`config.mk`:
```
export PLATFORM = sky130hd
export DESIGN_NAME = stop_pwr_ctl
export DESIGN_NICKNAME = d
export VERILOG_FILES = /design/src/rtl/spc_pkg.sv /design/src/rtl/spc_wake_sync.sv /design/src/rtl/spc_mode_fsm.sv /design/src/rtl/spc_pdown_flag.sv /design/src/rtl/stop_pwr_ctl.sv
export SDC_FILE = /design/constraint.sdc
export NUM_CORES = 1
export LEC_CHECK = 0
export BUFFER_PORTS_ARGS = -buffer_cell sky130_fd_sc_hd__buf_2
export CAP_MARGIN = 25
export CORE_MARGIN = 2
export CORE_UTILIZATION = 30
export CTS_CLUSTER_SIZE = 8
export DETAILED_ROUTE_END_ITERATION = 10
export PLACE_DENSITY_LB_ADDON = 0.12
export SLEW_MARGIN = 10
export SYNTH_ARGS = -nofsm -noshare
export SYNTH_HDL_FRONTEND = slang
export SYNTH_SLANG_ARGS = --single-unit
```
`constraint.sdc`:
```
create_clock -name clk -period 3 [get_ports clk]
set_clock_uncertainty 0.15 [all_clocks]
set_input_delay 0.15 -clock clk [delete_from_list [all_inputs] [get_ports clk]]
set_output_delay 0.15 -clock clk [all_outputs]
set_load 0.02 [all_outputs]
```
`src/rtl/spc_pkg.sv`:
```
package spc_pkg;

  typedef enum logic [1:0] {
    PM_RUN      = 2'd0,
    PM_ENTER    = 2'd1,
    PM_STOPPED  = 2'd2,
    PM_WAKE_RST = 2'd3
  } pm_state_e;

  // Counter width able to hold the larger of two cycle counts minus one.
  function automatic int unsigned spc_cnt_width(input int unsigned a, input int unsigned b);
    int unsigned m;
    m = (a > b) ? a : b;
    return (m > 1) ? $clog2(m) + 1 : 1;
  endfunction

  // A phase lasting 'cycles' cycles starts its down-counter here and ends at zero.
  function automatic int unsigned spc_load(input int unsigned cycles);
    return (cycles > 0) ? cycles - 1 : 0;
  endfunction

endpackage

```
`src/rtl/spc_wake_sync.sv`:
```
module spc_wake_sync #(
  parameter int unsigned STAGES = 2
) (
  input  logic clk,
  input  logic por_n,
  input  logic pin_n,
  output logic pin_low
);
  logic [STAGES-1:0] chain;

  genvar gi;
  generate
    for (gi = 0; gi < STAGES; gi++) begin : g_stage
      if (gi == 0) begin : g_first
        always_ff @(posedge clk or negedge por_n) begin
          if (!por_n) chain[0] <= 1'b1;
          else        chain[0] <= pin_n;
        end
      end else begin : g_next
        always_ff @(posedge clk or negedge por_n) begin
          if (!por_n) chain[gi] <= 1'b1;
          else        chain[gi] <= chain[gi-1];
        end
      end
    end
  endgenerate

  assign pin_low = ~chain[STAGES-1];
endmodule

```
`src/rtl/spc_mode_fsm.sv`:
```
module spc_mode_fsm
  import spc_pkg::*;
#(
  parameter int unsigned ENTRY_CYCLES = 2,
  parameter int unsigned RST_CYCLES   = 16
) (
  input  logic      clk,
  input  logic      por_n,
  input  logic      stop_req,
  input  logic      deep_sel,
  input  logic      wake_req,
  input  logic      lvd_ok,
  output pm_state_e state,
  output logic      wake_fire
);
  localparam int unsigned CW = spc_cnt_width(ENTRY_CYCLES, RST_CYCLES);
  localparam logic [CW-1:0] ENTRY_LOAD = CW'(spc_load(ENTRY_CYCLES));
  localparam logic [CW-1:0] RST_LOAD   = CW'(spc_load(RST_CYCLES));

  logic [CW-1:0] cnt;
  logic          cnt_zero;
  logic          enter_go;

  assign cnt_zero  = (cnt == '0);
  assign enter_go  = (state == PM_RUN) && stop_req && deep_sel;
  assign wake_fire = (state == PM_STOPPED) && wake_req;

  always_ff @(posedge clk or negedge por_n) begin
    if (!por_n) begin
      state <= PM_WAKE_RST;
      cnt   <= RST_LOAD;
    end else begin
      unique case (state)
        PM_RUN: begin
          if (enter_go) begin
            state <= PM_ENTER;
            cnt   <= ENTRY_LOAD;
          end
        end
        PM_ENTER: begin
          if (cnt_zero) state <= PM_STOPPED;
          else          cnt   <= cnt - 1'b1;
        end
        PM_STOPPED: begin
          if (wake_fire) begin
            state <= PM_WAKE_RST;
            cnt   <= RST_LOAD;
          end
        end
        PM_WAKE_RST: begin
          if (!cnt_zero)   cnt   <= cnt - 1'b1;
          else if (lvd_ok) state <= PM_RUN;
        end
        default: state <= PM_WAKE_RST;
      endcase
    end
  end
endmodule

```
`src/rtl/spc_pdown_flag.sv`:
```
module spc_pdown_flag (
  input  logic clk,
  input  logic por_n,
  input  logic set_evt,
  input  logic ack_wr,
  input  logic ack_allowed,
  output logic flag
);
  always_ff @(posedge clk or negedge por_n) begin
    if (!por_n)                     flag <= 1'b0;
    else if (set_evt)               flag <= 1'b1;
    else if (ack_wr && ack_allowed) flag <= 1'b0;
  end
endmodule

```
`src/rtl/stop_pwr_ctl.sv`:
```
module stop_pwr_ctl
  import spc_pkg::*;
#(
  parameter int unsigned ENTRY_CYCLES = 2,
  parameter int unsigned RST_CYCLES   = 16,
  parameter int unsigned SYNC_STAGES  = 2
) (
  input  logic clk,
  input  logic por_n,
  input  logic stop_req,
  input  logic deep_sel,
  input  logic wake_pin_n,
  input  logic rti_tick,
  input  logic rti_wake_en,
  input  logic dbg_en,
  input  logic lvd_ok,
  input  logic ack_wr,
  input  logic wake_pu_cfg,
  output logic periph_clk_en,
  output logic dbg_clk_en,
  output logic io_force_default,
  output logic core_pwr_on,
  output logic sys_rst,
  output logic pdown_flag,
  output logic wake_pu_en
);
  pm_state_e state;
  logic      pin_low;
  logic      rti_wake;
  logic      wake_req;
  logic      wake_fire;
  logic      in_run;

  spc_wake_sync #(.STAGES(SYNC_STAGES)) u_sync (
    .clk    (clk),
    .por_n  (por_n),
    .pin_n  (wake_pin_n),
    .pin_low(pin_low)
  );

  assign rti_wake = rti_tick & rti_wake_en;
  assign wake_req = pin_low | rti_wake;

  spc_mode_fsm #(.ENTRY_CYCLES(ENTRY_CYCLES), .RST_CYCLES(RST_CYCLES)) u_fsm (
    .clk      (clk),
    .por_n    (por_n),
    .stop_req (stop_req),
    .deep_sel (deep_sel),
    .wake_req (wake_req),
    .lvd_ok   (lvd_ok),
    .state    (state),
    .wake_fire(wake_fire)
  );

  assign in_run = (state == PM_RUN);

  spc_pdown_flag u_flag (
    .clk        (clk),
    .por_n      (por_n),
    .set_evt    (wake_fire),
    .ack_wr     (ack_wr),
    .ack_allowed(in_run),
    .flag       (pdown_flag)
  );

  assign periph_clk_en    = in_run;
  assign dbg_clk_en       = in_run | dbg_en;
  assign io_force_default = ~in_run;
  assign core_pwr_on      = (state != PM_STOPPED);
  assign sys_rst          = (state == PM_WAKE_RST);
  assign wake_pu_en       = wake_pu_cfg;
endmodule

```
==> results.md, run 1 <==
* FF-to-FF Start: u_fsm.state[1]
* Synthesis-to-finish area growth at 22.42%
* Most frequent cells in the layout: buf_2, inv_1, dfstp_2, ha_1, o21ai_0
* Gpl congestion at slightly below 0.8
* Status: completed
* Post-DRT Antenna Nets at 0
* Path type of the worst min-delay path: primary input to flop
* Initial DRT Pass Iterations at 4
* Peak VDD IR at 368.8 uV
* Routed len/inst at 11.31 microns
* First-pass GRT wire length at slightly below 2 mm
* Drt drc at 0
* CP Capture Type: flop
* Sequential share of the synthesized area at 40.55%
* Number of global-route vias before repair at between 400 and 500
* Die area at around 2500 sq um
* # fillers at 210
* Worst-Skew Late Latency at ~0.26 ns
* RSZ-0062 raised after global routing: no
* HPWL Detailed at 942.5 microns
* Max Slew Vio Count at 0
* Netlist cell types at 26
* Setup Fix Bufs, Post-CTS at 0
* Ys flop type: dfstp_2
* Fmax at 424.9 MHz
* Multi-input gate area in the final layout at 344.1 sq um
* Post-synth EDFFs at 0
* H-tree depth at 1
* Pwr/cell area at approximately 1100 nW/um^2
* Critical Path RT at roughly 3 ns
* Post-Route WL at 1.221 mm
* Maxcap violations at 0
* Largest net degree at the start of global routing at 11
* Leakage power at roughly 0.38 nW
* Yosys top cell area share at 32.75%
* CTS Sinks at 10
* FF+latch area at 260.3 sq um
* 1st-iter DRT viols at 8
* Mapped Avg Cell Area at approximately 10 sq um
* Nets at 101
* Critical R2R Capture: u_fsm.cnt[4]
* Die X at between 50 and 60 microns
* Most common cell after layout, fill and taps aside: buf_2
* Clock Pin Slew Worst Setup and Hold Paths at 0.06 ns
* Post-route clock period utilization at 78.44%
* Worst-path fanout max at 10
* Yosys warning total at 0
* Worst Reg-to-Reg Cells at 6
* Die extent in y at about 50 microns
* IO Port Bufs at 15
* Worst setup path start: u_fsm.state[1]
* Arr. time, crit path at 2.36 ns
* Crit start category: flop
* Overflow after GRT at 0
* Area after DPL at roughly 740 sq um
* GRT Overall Usage at 10.59%
* Slew @ Worst Pin at roughly 0.65 ns
* Core ar. at 1982 sq um
* Post-synth top area cell: dfstp_2
* CP Capture Point: u_fsm.cnt[4]
* CTS tree: built
* Clock buffer depth at 2
* Post-Synthesis Cell Area at 641.9 sq um
* Setup TNS at 0 ns
* Mapped Cells at 62
* Post-synth ARST share at 100.0%
* FF+latch count, synth at 10
* Final Critical Period at around 2.4 ns
* Initial Util at 32.39%
* Slew HR at 56.96%
* Fin area at 785.8 sq um
* Root cell of the clock tree: clkbuf_4
* Final Setup Violations at 0
* WS Path Type: flop to flop
* N_diodes at 0
* Initial antenna violation count at 0
* Synth top area cells: dfstp_2, ha_1, dfrtp_1, o21ai_0, inv_1
* Total CTS buffers at 3
* Vias per inst at approximately 4.6
* Share of post-route cells with drive strength above 1 at 37.04%
* Syn_nets at 80
* Routed vias at 501
* R2R setup slack at ~0.65 ns
* Std cell rows at 16
* IO Count at 18
* Final hold violation count at 0
-- kinds of logic after synthesis --
family	Yosys count	synth area share, %
compound gates	18	21.44
fa+ha+maj	7	13.64
buf+inv	9	5.849
flops	10	40.55
mux	2	3.898
simple gates	16	14.62
-- metal layers --
layer	vias up	wire (microns)	track usage, %
li1	257	-	-
met1	229	655	16.04
met2	11	472	13.16
met3	4	72	2.083
met4	0	21	6.944
met5	-	0	0
-- per-stage QoR --
step                      hold slack, ns  std cells  total power [mW]  setup slack, ns  utilization, %
final                            0.01765        108            0.8826           0.6468           39.65
after global placement           -0.1259        103            0.8099           0.6252           37.50
after detailed placement         -0.1245        103            0.7925           0.6673           37.50
after floorplan                  -0.2956         62            0.6746           0.8342               -
after CTS                        0.01288        108            0.8933           0.6546           39.65
after global routing             0.07322        108            0.9647           0.5086           39.65
-- critical path: stages, from the launching register on --
cell      delay [ns]
dfstp_2         0.57
inv_1           0.08
ha_1            0.21
or2_0           0.24
a221oi_2        0.58
a21boi_0        0.18
a41o_1          0.24
-- flip-flops by register name, indices dropped and copies added, names as in the netlist --
register      cells
u_sync.chain      2
u_fsm.state       2
u_flag.flag       1
u_fsm.cnt         5
-- how the worst min path moves through the flow --
stage	start	to	slack (ns)	depth (start not counted)
global placement	por_n	u_fsm.cnt[4]	-0.13	1
CTS	ack_wr	u_flag.flag	0.01	4
global route	ack_wr	u_flag.flag	0.07	4
finish	ack_wr	u_flag.flag	0.02	4
detailed placement	por_n	u_fsm.cnt[4]	-0.12	1
floorplan	por_n	u_flag.flag	-0.30	0
-- synth_stat cells, types with 2 or more instances --
cell type and n:
o21ai_0 6, nor3_1 2, nor2_1 4, dfstp_2 8, nand2b_1 2, inv_1 8, dfrtp_1 2, ha_1 7
a21boi_0 2, a22o_1 2, nand2_1 4
-- repair_timing --
item / in CTS / in global routing
hold endpoints to repair: 11 / 0
resized for setup: 0 / 0
endpoints found under the setup margin: 0 / 0
hold buffers: 2 / 0
-- report_power, final --
part	total (mW)	internal, mW	switching (mW)
sequential	0.292	0.224	0.0674
clock	0.0905	0.0463	0.0442
combinational	0.500	0.227	0.273
-- layout make-up --
cell class,instances,area share (%)
Multi-Input combinational cell,43,43.79
Timing Repair Buffer,17,12.10
Tap cell,27,4.299
Clock buffer,3,2.866
Sequential cell,10,33.12
Inverter,8,3.822
Note: power is estimated with default switching activity, not from simulation.
==> run 2: changes to the inputs <==
clock period = 2.4 ns   (was 3 ns; I/O delays follow)
==> run 2 against run 1 <==
Against the previous run: global-route usage fell by 0.31 points; critical path depth up 1; sequential power rose by 24%; design area rose by 2.7%; total power increased by 31%; first-iteration DRC count unchanged; clock power rose by 61%; critical path type unchanged; critical endpoint is now u_fsm.cnt[3]; largest cell class unchanged.
==> results.md, run 2 (synthesis results as in run 1) <==
* Critical Path Slowest Stage Cell: dfstp_2
* Crit start category: flop
* Drt drc at 0 (unchanged)
* Maxcap violations at 0 (unchanged)
* Final hold violation count at 0 (unchanged)
* Post-DRT Antenna Nets at 0 (unchanged)
* 1st-iter DRT viols at 8 (unchanged)
* Crit path max-delay family: compound AO/OA/AOI/OAI gates
* Initial antenna violation count at 0 (unchanged)
* Most common cell after layout, fill and taps aside: buf_2
* Clock Pin Slew Worst Setup and Hold Paths at 0.06 ns (about the same)
* Leakage power at 0.3880 nW (+3.1%)
* Arr. time, crit path at 2.16 ns (-0.20 ns)
* Initial Util at 32.39% (unchanged)
* CP Capture Type: flop
* Path type of the worst min-delay path: primary input to flop
* Root cell of the clock tree: clkbuf_4
* Number of global-route vias before repair at 444 (+0.45%)
* Status: completed
* Core Util, Final at 40.72% (+1.1 points)
* Pwr/cell area at 1434 nW/um^2 (+28%)
* Worst path max stage delay at 0.57 ns (about the same)
* First-pass GRT wire length at 2.035 mm (+4.3%)
* Setup Fix Bufs, Post-CTS at 0 (unchanged)
* CTS tree: built
* Critical Path RT at 2.44 ns (-0.56 ns)
* CTS Sinks at 10 (unchanged)
* Peak VDD IR at 571.9 uV (+55%)
* Die extent in y at 50.26 microns (unchanged)
* Vias per inst at 4.691 (+1.1%)
* Max Slew Vio Count at 0 (unchanged)
* Synthesis-to-finish area growth at 25.73%
* Regs by FF count: u_fsm.cnt x5, u_fsm.state x2, u_sync.chain x2
* H-tree depth at 1 (unchanged)
* N_diodes at 0 (unchanged)
* IO Count at 18 (unchanged)
* Die X at 50.26 microns (unchanged)
* Share of post-route cells with drive strength above 1 at 38.55% (+1.5 points)
* Core ar. at 1982 sq um (unchanged)
* Top reg by flops: u_fsm.cnt
* Most frequent cells in the layout: buf_2, inv_1, dfstp_2, ha_1, o21ai_0
* Total CTS buffers at 3 (unchanged)
* Final Setup Violations at 0 (unchanged)
* Final Critical Period at 2.126 ns (-0.2276 ns)
* Max FFs per register at 5 (unchanged)
* Largest net degree at the start of global routing at 11 (unchanged)
* IO Port Bufs at 15 (unchanged)
* Fin cells at 110 (+1.9%)
* Post-route clock period utilization at 88.57% (+10 points)
* Slew HR at 78.68% (+22 points)
* Die area at 2526 sq um (unchanged)
* # fillers at 199 (-5.2%)
* Setup TNS at 0 ns (unchanged)
* Area after DPL at 750.7 sq um (+1.0%)
* Worst-Skew Late Latency at 0.26 ns (about the same)
* WP buf/inv at 2 (+1)
* Gpl congestion at 0.8387 (+7.3%)
* WS Path Type: flop to flop
* HPWL Detailed at 959.3 microns (+1.8%)
* Clock buffer depth at 2 (unchanged)
* Inst Count DP at 104 (+0.97%)
* RSZ-0062 raised after global routing: no
* Routed vias at 516 (+3.0%)
* Worst-path fanout max at 7 (-3)
* Fmax at 470.4 MHz (+11%)
* Post-Route WL at 1.169 mm (-4.3%)
* Nets at 102 (+0.99%)
* Fin area at 807.0 sq um (+2.7%)
* Crit-path cells: inv_1 > ha_1 > or2_0 > a221oi_2 > buf_4 > o21ai_0 > a22o_1
* Std cell rows at 16 (unchanged)
* Slew @ Worst Pin at 0.3157 ns (-0.3299 ns)
* Initial DRT Pass Iterations at 4 (unchanged)
* Routed len/inst at 10.63 microns (-6.0%)
* Design Power at 1.157 mW (+31%)
* GRT Overall Usage at 10.28% (-0.31 points)
* Overflow after GRT at 0 (unchanged)
run 2: timing repair:
item | in CTS | in global routing
endpoints found under the hold margin | 11 | 0
gates resized for setup | 0 | 0
hold buffers | 2 | 0
run 2: layer usage:
layer	GRT usage [%]	share of wire [%]
met5	0	0
met3	1.786	8.4
met4	4.167	1.8
met1	14.77	48
met2	15.13	41
run 2: through the flow:
stage	worst slack, ns	hold slack [ns]
detailed placement	0.2911	-0.1623
global route	0.1356	0.09004
finish	0.2744	0.003528
global placement	0.2880	-0.1607
floorplan	0.2342	-0.3256
CTS	0.2887	0.004191
run 2: cell type report:
| class | count | area (sq um) | area share, % |
|---|---|---|---|
| Clock buffer | 4 | 36.28 | 4.496 |
| Inverter | 8 | 30.03 | 3.721 |
| Multi-Input combinational cell | 43 | 344.1 | 42.64 |
| Sequential cell | 10 | 260.3 | 32.25 |
| Tap cell | 27 | 33.78 | 4.186 |
| Timing Repair Buffer | 18 | 102.6 | 12.71 |
run 2: path summary, 6_finish.rpt:
kind | slack (ns) | endpoint | startpoint | cells after the start
min in group asynchronous | 0.09 | u_fsm.cnt[4] | por_n | 2
setup / recovery | 0.27 | u_fsm.cnt[3] | u_fsm.state[1] | 7
setup reg to reg | 0.27 | u_fsm.cnt[3] | u_fsm.state[1] | 7
hold reg to reg | 0.21 | u_sync.chain[1] | u_sync.chain[0] | 0
max in group asynchronous | 1.76 | u_sync.chain[1] | por_n | 2
hold / removal | 0.004 | u_flag.flag | ack_wr | 4
run 2: where the power goes:
| part | internal [mW] | switching [mW] | total (mW) |
|---|---|---|---|
| logic | 0.297 | 0.351 | 0.648 |
| registers | 0.280 | 0.0825 | 0.363 |
| clock network | 0.0920 | 0.0543 | 0.146 |
| total | 0.669 | 0.488 | 1.16 |
run 2: worst register-to-register path: stages (launching register included):
cell      delay [ns]
dfstp_2         0.57
inv_1           0.08
ha_1            0.22
or2_0           0.24
a221oi_2        0.32
buf_4           0.21
o21ai_0         0.08
a22o_1          0.19
==> run 3: changes to the inputs <==
ABC_AREA = 1   (was unset)
==> run 3 against run 2 <==
Against the previous run: die area is 3.8% higher; final cell count increased by 24%; largest cell class unchanged; clock power fell by 23%; wire length rose by 4.2%; first-iteration DRC count fell by 63%; non-clock buffer count unchanged; global-route usage increased by 1.3 points; sequential cell count stayed put; total power shrank 3.2%; utilization down 2.4 points; critical path type is now flop to output port; critical endpoint is now dbg_clk_en; via count up 11%.
==> results.md, run 3 <==
* Post-synthesis adder-cell area fraction at 13.11% (-0.54 points)
* Vias per inst at 4.199 (-10%)
* Most common library cells after synthesis: nand2_1, inv_1, dfstp_2
* Critical Path RT at 2.13 ns (-0.31 ns)
* Routed vias at 571 (+11%)
* Gpl congestion at 0.7794 (-7.1%)
* Post-synth EDFFs at 0 (unchanged)
* H-tree depth at 1 (unchanged)
* Die area at 2620 sq um (+3.8%)
* Die extent in y at 51.19 microns (+1.9%)
* Crit start category: flop
* Final Critical Period at 1.943 ns (-0.1827 ns)
* Worst-Skew Late Latency at 0.27 ns (about the same)
* FF+latch count, synth at 10 (unchanged)
* Arr. time, crit path at 1.67 ns (-0.49 ns)
* Mapped Cells at 88 (+42%)
* Core Util, Final at 38.32% (-2.4 points)
* Max Slew Vio Count at 0 (unchanged)
* Clock buffer depth at 2 (unchanged)
* Regs by FF count: u_fsm.cnt x5, u_fsm.state x2, u_sync.chain x2
* Crit-path cells: inv_1 > ha_1 > or2_2 > buf_2
* Final hold violation count at 0 (unchanged)
* Share of post-route cells with drive strength above 1 at 30.56% (-8.0 points)
* Maxcap violations at 0 (unchanged)
* Worst Reg-to-Reg Cells at 7 (unchanged)
* Post-synth top area cell: dfstp_2
* Syn_nets at 106 (+33%)
* Post-synthesis compound-gate area fraction at 5.618% (-16 points)
* Critical Path Slowest Stage Cell: dfstp_2
* CP Capture Type: output port
* Drt drc at 0 (unchanged)
* FF-to-FF Start: u_fsm.state[0]
* R2R setup slack at 0.68 ns (+0.41 ns)
* Top reg by flops: u_fsm.cnt
* Pwr/cell area at 1360 nW/um^2 (-5.1%)
* Clock Pin Slew Worst Setup and Hold Paths at 0.06 ns (about the same)
* Worst-path fanout max at 6 (-1)
* GRT Overall Usage at 11.63% (+1.3 points)
* Post-synth ARST share at 100.0% (unchanged)
* Ys flop type: dfstp_2
* 1st-iter DRT viols at 3 (-5)
* Netlist cell types at 18 (-31%)
* Most frequent cells in the layout: nand2_1, buf_2, inv_1, dfstp_2
* Largest family of logic cells by synthesized area: simple AND/OR/NAND/NOR gates
* Initial Util at 31.10% (-1.3 points)
* Worst path max stage delay at 0.58 ns (about the same)
* IO Count at 18 (unchanged)
* N_diodes at 0 (unchanged)
* Synthesis-to-finish area growth at 23.22%
* Pre-CTS WS at 0.6686 ns (+0.3775 ns)
* Die X at 51.19 microns (+1.9%)
* Routed len/inst at 8.956 microns (-16%)
* CTS Sinks at 10 (unchanged)
* Yosys warning total at 0 (unchanged)
* Slew @ Worst Pin at 0.2343 ns (-0.08137 ns)
* Fmax at 514.7 MHz (+9.4%)
* Max FFs per register at 5 (unchanged)
* CTS tree: built
* Peak VDD IR at 495.3 uV (-13%)
* Overflow after GRT at 0 (unchanged)
* Design Power at 1.120 mW (-3.2%)
* Status: completed
* Initial DRT Pass Iterations at 4 (unchanged)
* Most common cell after layout, fill and taps aside: nand2_1
* WS Path Type: flop to output port
* Simple-Gate Fraction of Synth Area at 32.58% (+18 points)
* Synth top area cells: dfstp_2, nand2_1, ha_1, dfrtp_1, inv_1
* First-pass GRT wire length at 2.228 mm (+9.5%)
* RSZ-0062 raised after global routing: no
* Post-Synthesis Cell Area at 668.1 sq um (+4.1%)
* Worst Setup Slack, final at 0.4571 ns (+0.1827 ns)
* WP buf/inv at 2 (unchanged)
* IO Port Bufs at 15 (unchanged)
* Multiplexer share of the synthesized area at 0% (-3.9 points)
* Total CTS buffers at 3 (unchanged)
* Synth Area in XOR/XNOR at 1.311% (+1.3 points)
* Initial antenna violation count at 0 (unchanged)
* Most frequent cell after synthesis: nand2_1
* Yosys top cell area share at 31.46% (-1.3 points)
* Sequential share of the synthesized area at 38.95% (-1.6 points)
* Largest net degree at the start of global routing at 11 (unchanged)
* Std cell rows at 17 (+1)
* Nets at 128 (+25%)
* Critical R2R Capture: u_fsm.cnt[1]
* Crit path max-delay family: flip-flops
* Leakage power at 0.4411 nW (+14%)
* Post-DRT Antenna Nets at 0 (unchanged)
* Number of global-route vias before repair at 510 (+15%)
* Post-route clock period utilization at 80.95% (-7.6 points)
* Slew HR at 84.27% (+5.6 points)
* Core ar. at 2148 sq um (+8.4%)
* Root cell of the clock tree: clkbuf_4
* Setup TNS at 0 ns (unchanged)
* Post-Route WL at 1.218 mm (+4.2%)
* Mapped Avg Cell Area at 7.593 sq um (-27%)
* Final Setup Violations at 0 (unchanged)
* HPWL Detailed at 1.011 mm (+5.3%)
* Path type of the worst min-delay path: primary input to async pin
-- run 3: cell count changes in the layout (fill, tap and decap cells not counted), sizes merged, moves of 2 or more --
cell    previous run  this run
a21boi             3         0
nand2              4        34
nor3               2         0
inv                8        13
nand2b             2         0
a22o               2         0
nor2               4         7
nand3              1         7
-- run 3: metal layers --
layer / wire length [microns] / track usage, % / share of wire [%] / up-vias
met3: 58 / 1.754 / 4.8 / 4
met5: 0 / 0 / 0 / -
met1: 604 / 15.69 / 50 / 248
li1: - / - / - / 308
met4: 31 / 9.459 / 2.5 / 0
met2: 524 / 16.23 / 43 / 11
-- run 3: cell type report --
type	count	area [sq um]
sequential	10	260.3
fill	241	1325
clock buffer	3	22.52
inverter	13	48.80
timing repair buffer	18	105.1
multi-input combinational	64	351.6
tap	28	35.03
-- run 3: timing repair --
| item | CTS | global route |
|---|---|---|
| hold buffers | 3 | 0 |
| hold endpoints to repair | 12 | 0 |
| resized for setup | 0 | 0 |
| setup buffers | 0 | 0 |
-- run 3: metrics by stage --
stage	hold slack (ns)	area, sq um	std cells
finish	0.08313	823.3	136
global route	0.09004	823.3	136
CTS	0.08130	823.3	136
detailed placement	-0.1555	770.7	130
global placement	-0.1569	770.7	130
floorplan	-0.3256	668.1	88
-- run 3: power by group --
| part | internal, mW | total (mW) | leakage, nW | switching, mW |
|---|---|---|---|---|
| sequential | 0.278 | 0.342 | 0.110 | 0.0644 |
| clock | 0.0579 | 0.113 | 0.0138 | 0.0555 |
| combinational | 0.242 | 0.664 | 0.318 | 0.422 |
-- run 3: logic make-up after synthesis --
group           count (synthesis)
simple gates                   49
buf+inv                        14
flops                          10
compound gates                  7
fa+ha+maj                       7
xor+xnor                        1
-- run 3: worst max-delay path by stage --
| stage | startpoint | endpoint | slack (ns) | cells past startpoint |
|---|---|---|---|---|
| detailed placement | u_fsm.state[0] | u_fsm.cnt[4] | 0.67 | 8 |
| global route | u_fsm.state[0] | dbg_clk_en | 0.36 | 4 |
| floorplan | u_fsm.state[0] | u_fsm.cnt[4] | 0.72 | 8 |
| finish | u_fsm.state[0] | dbg_clk_en | 0.46 | 4 |
| CTS | u_fsm.state[0] | dbg_clk_en | 0.44 | 4 |
| global placement | u_fsm.state[0] | u_fsm.cnt[4] | 0.68 | 8 |
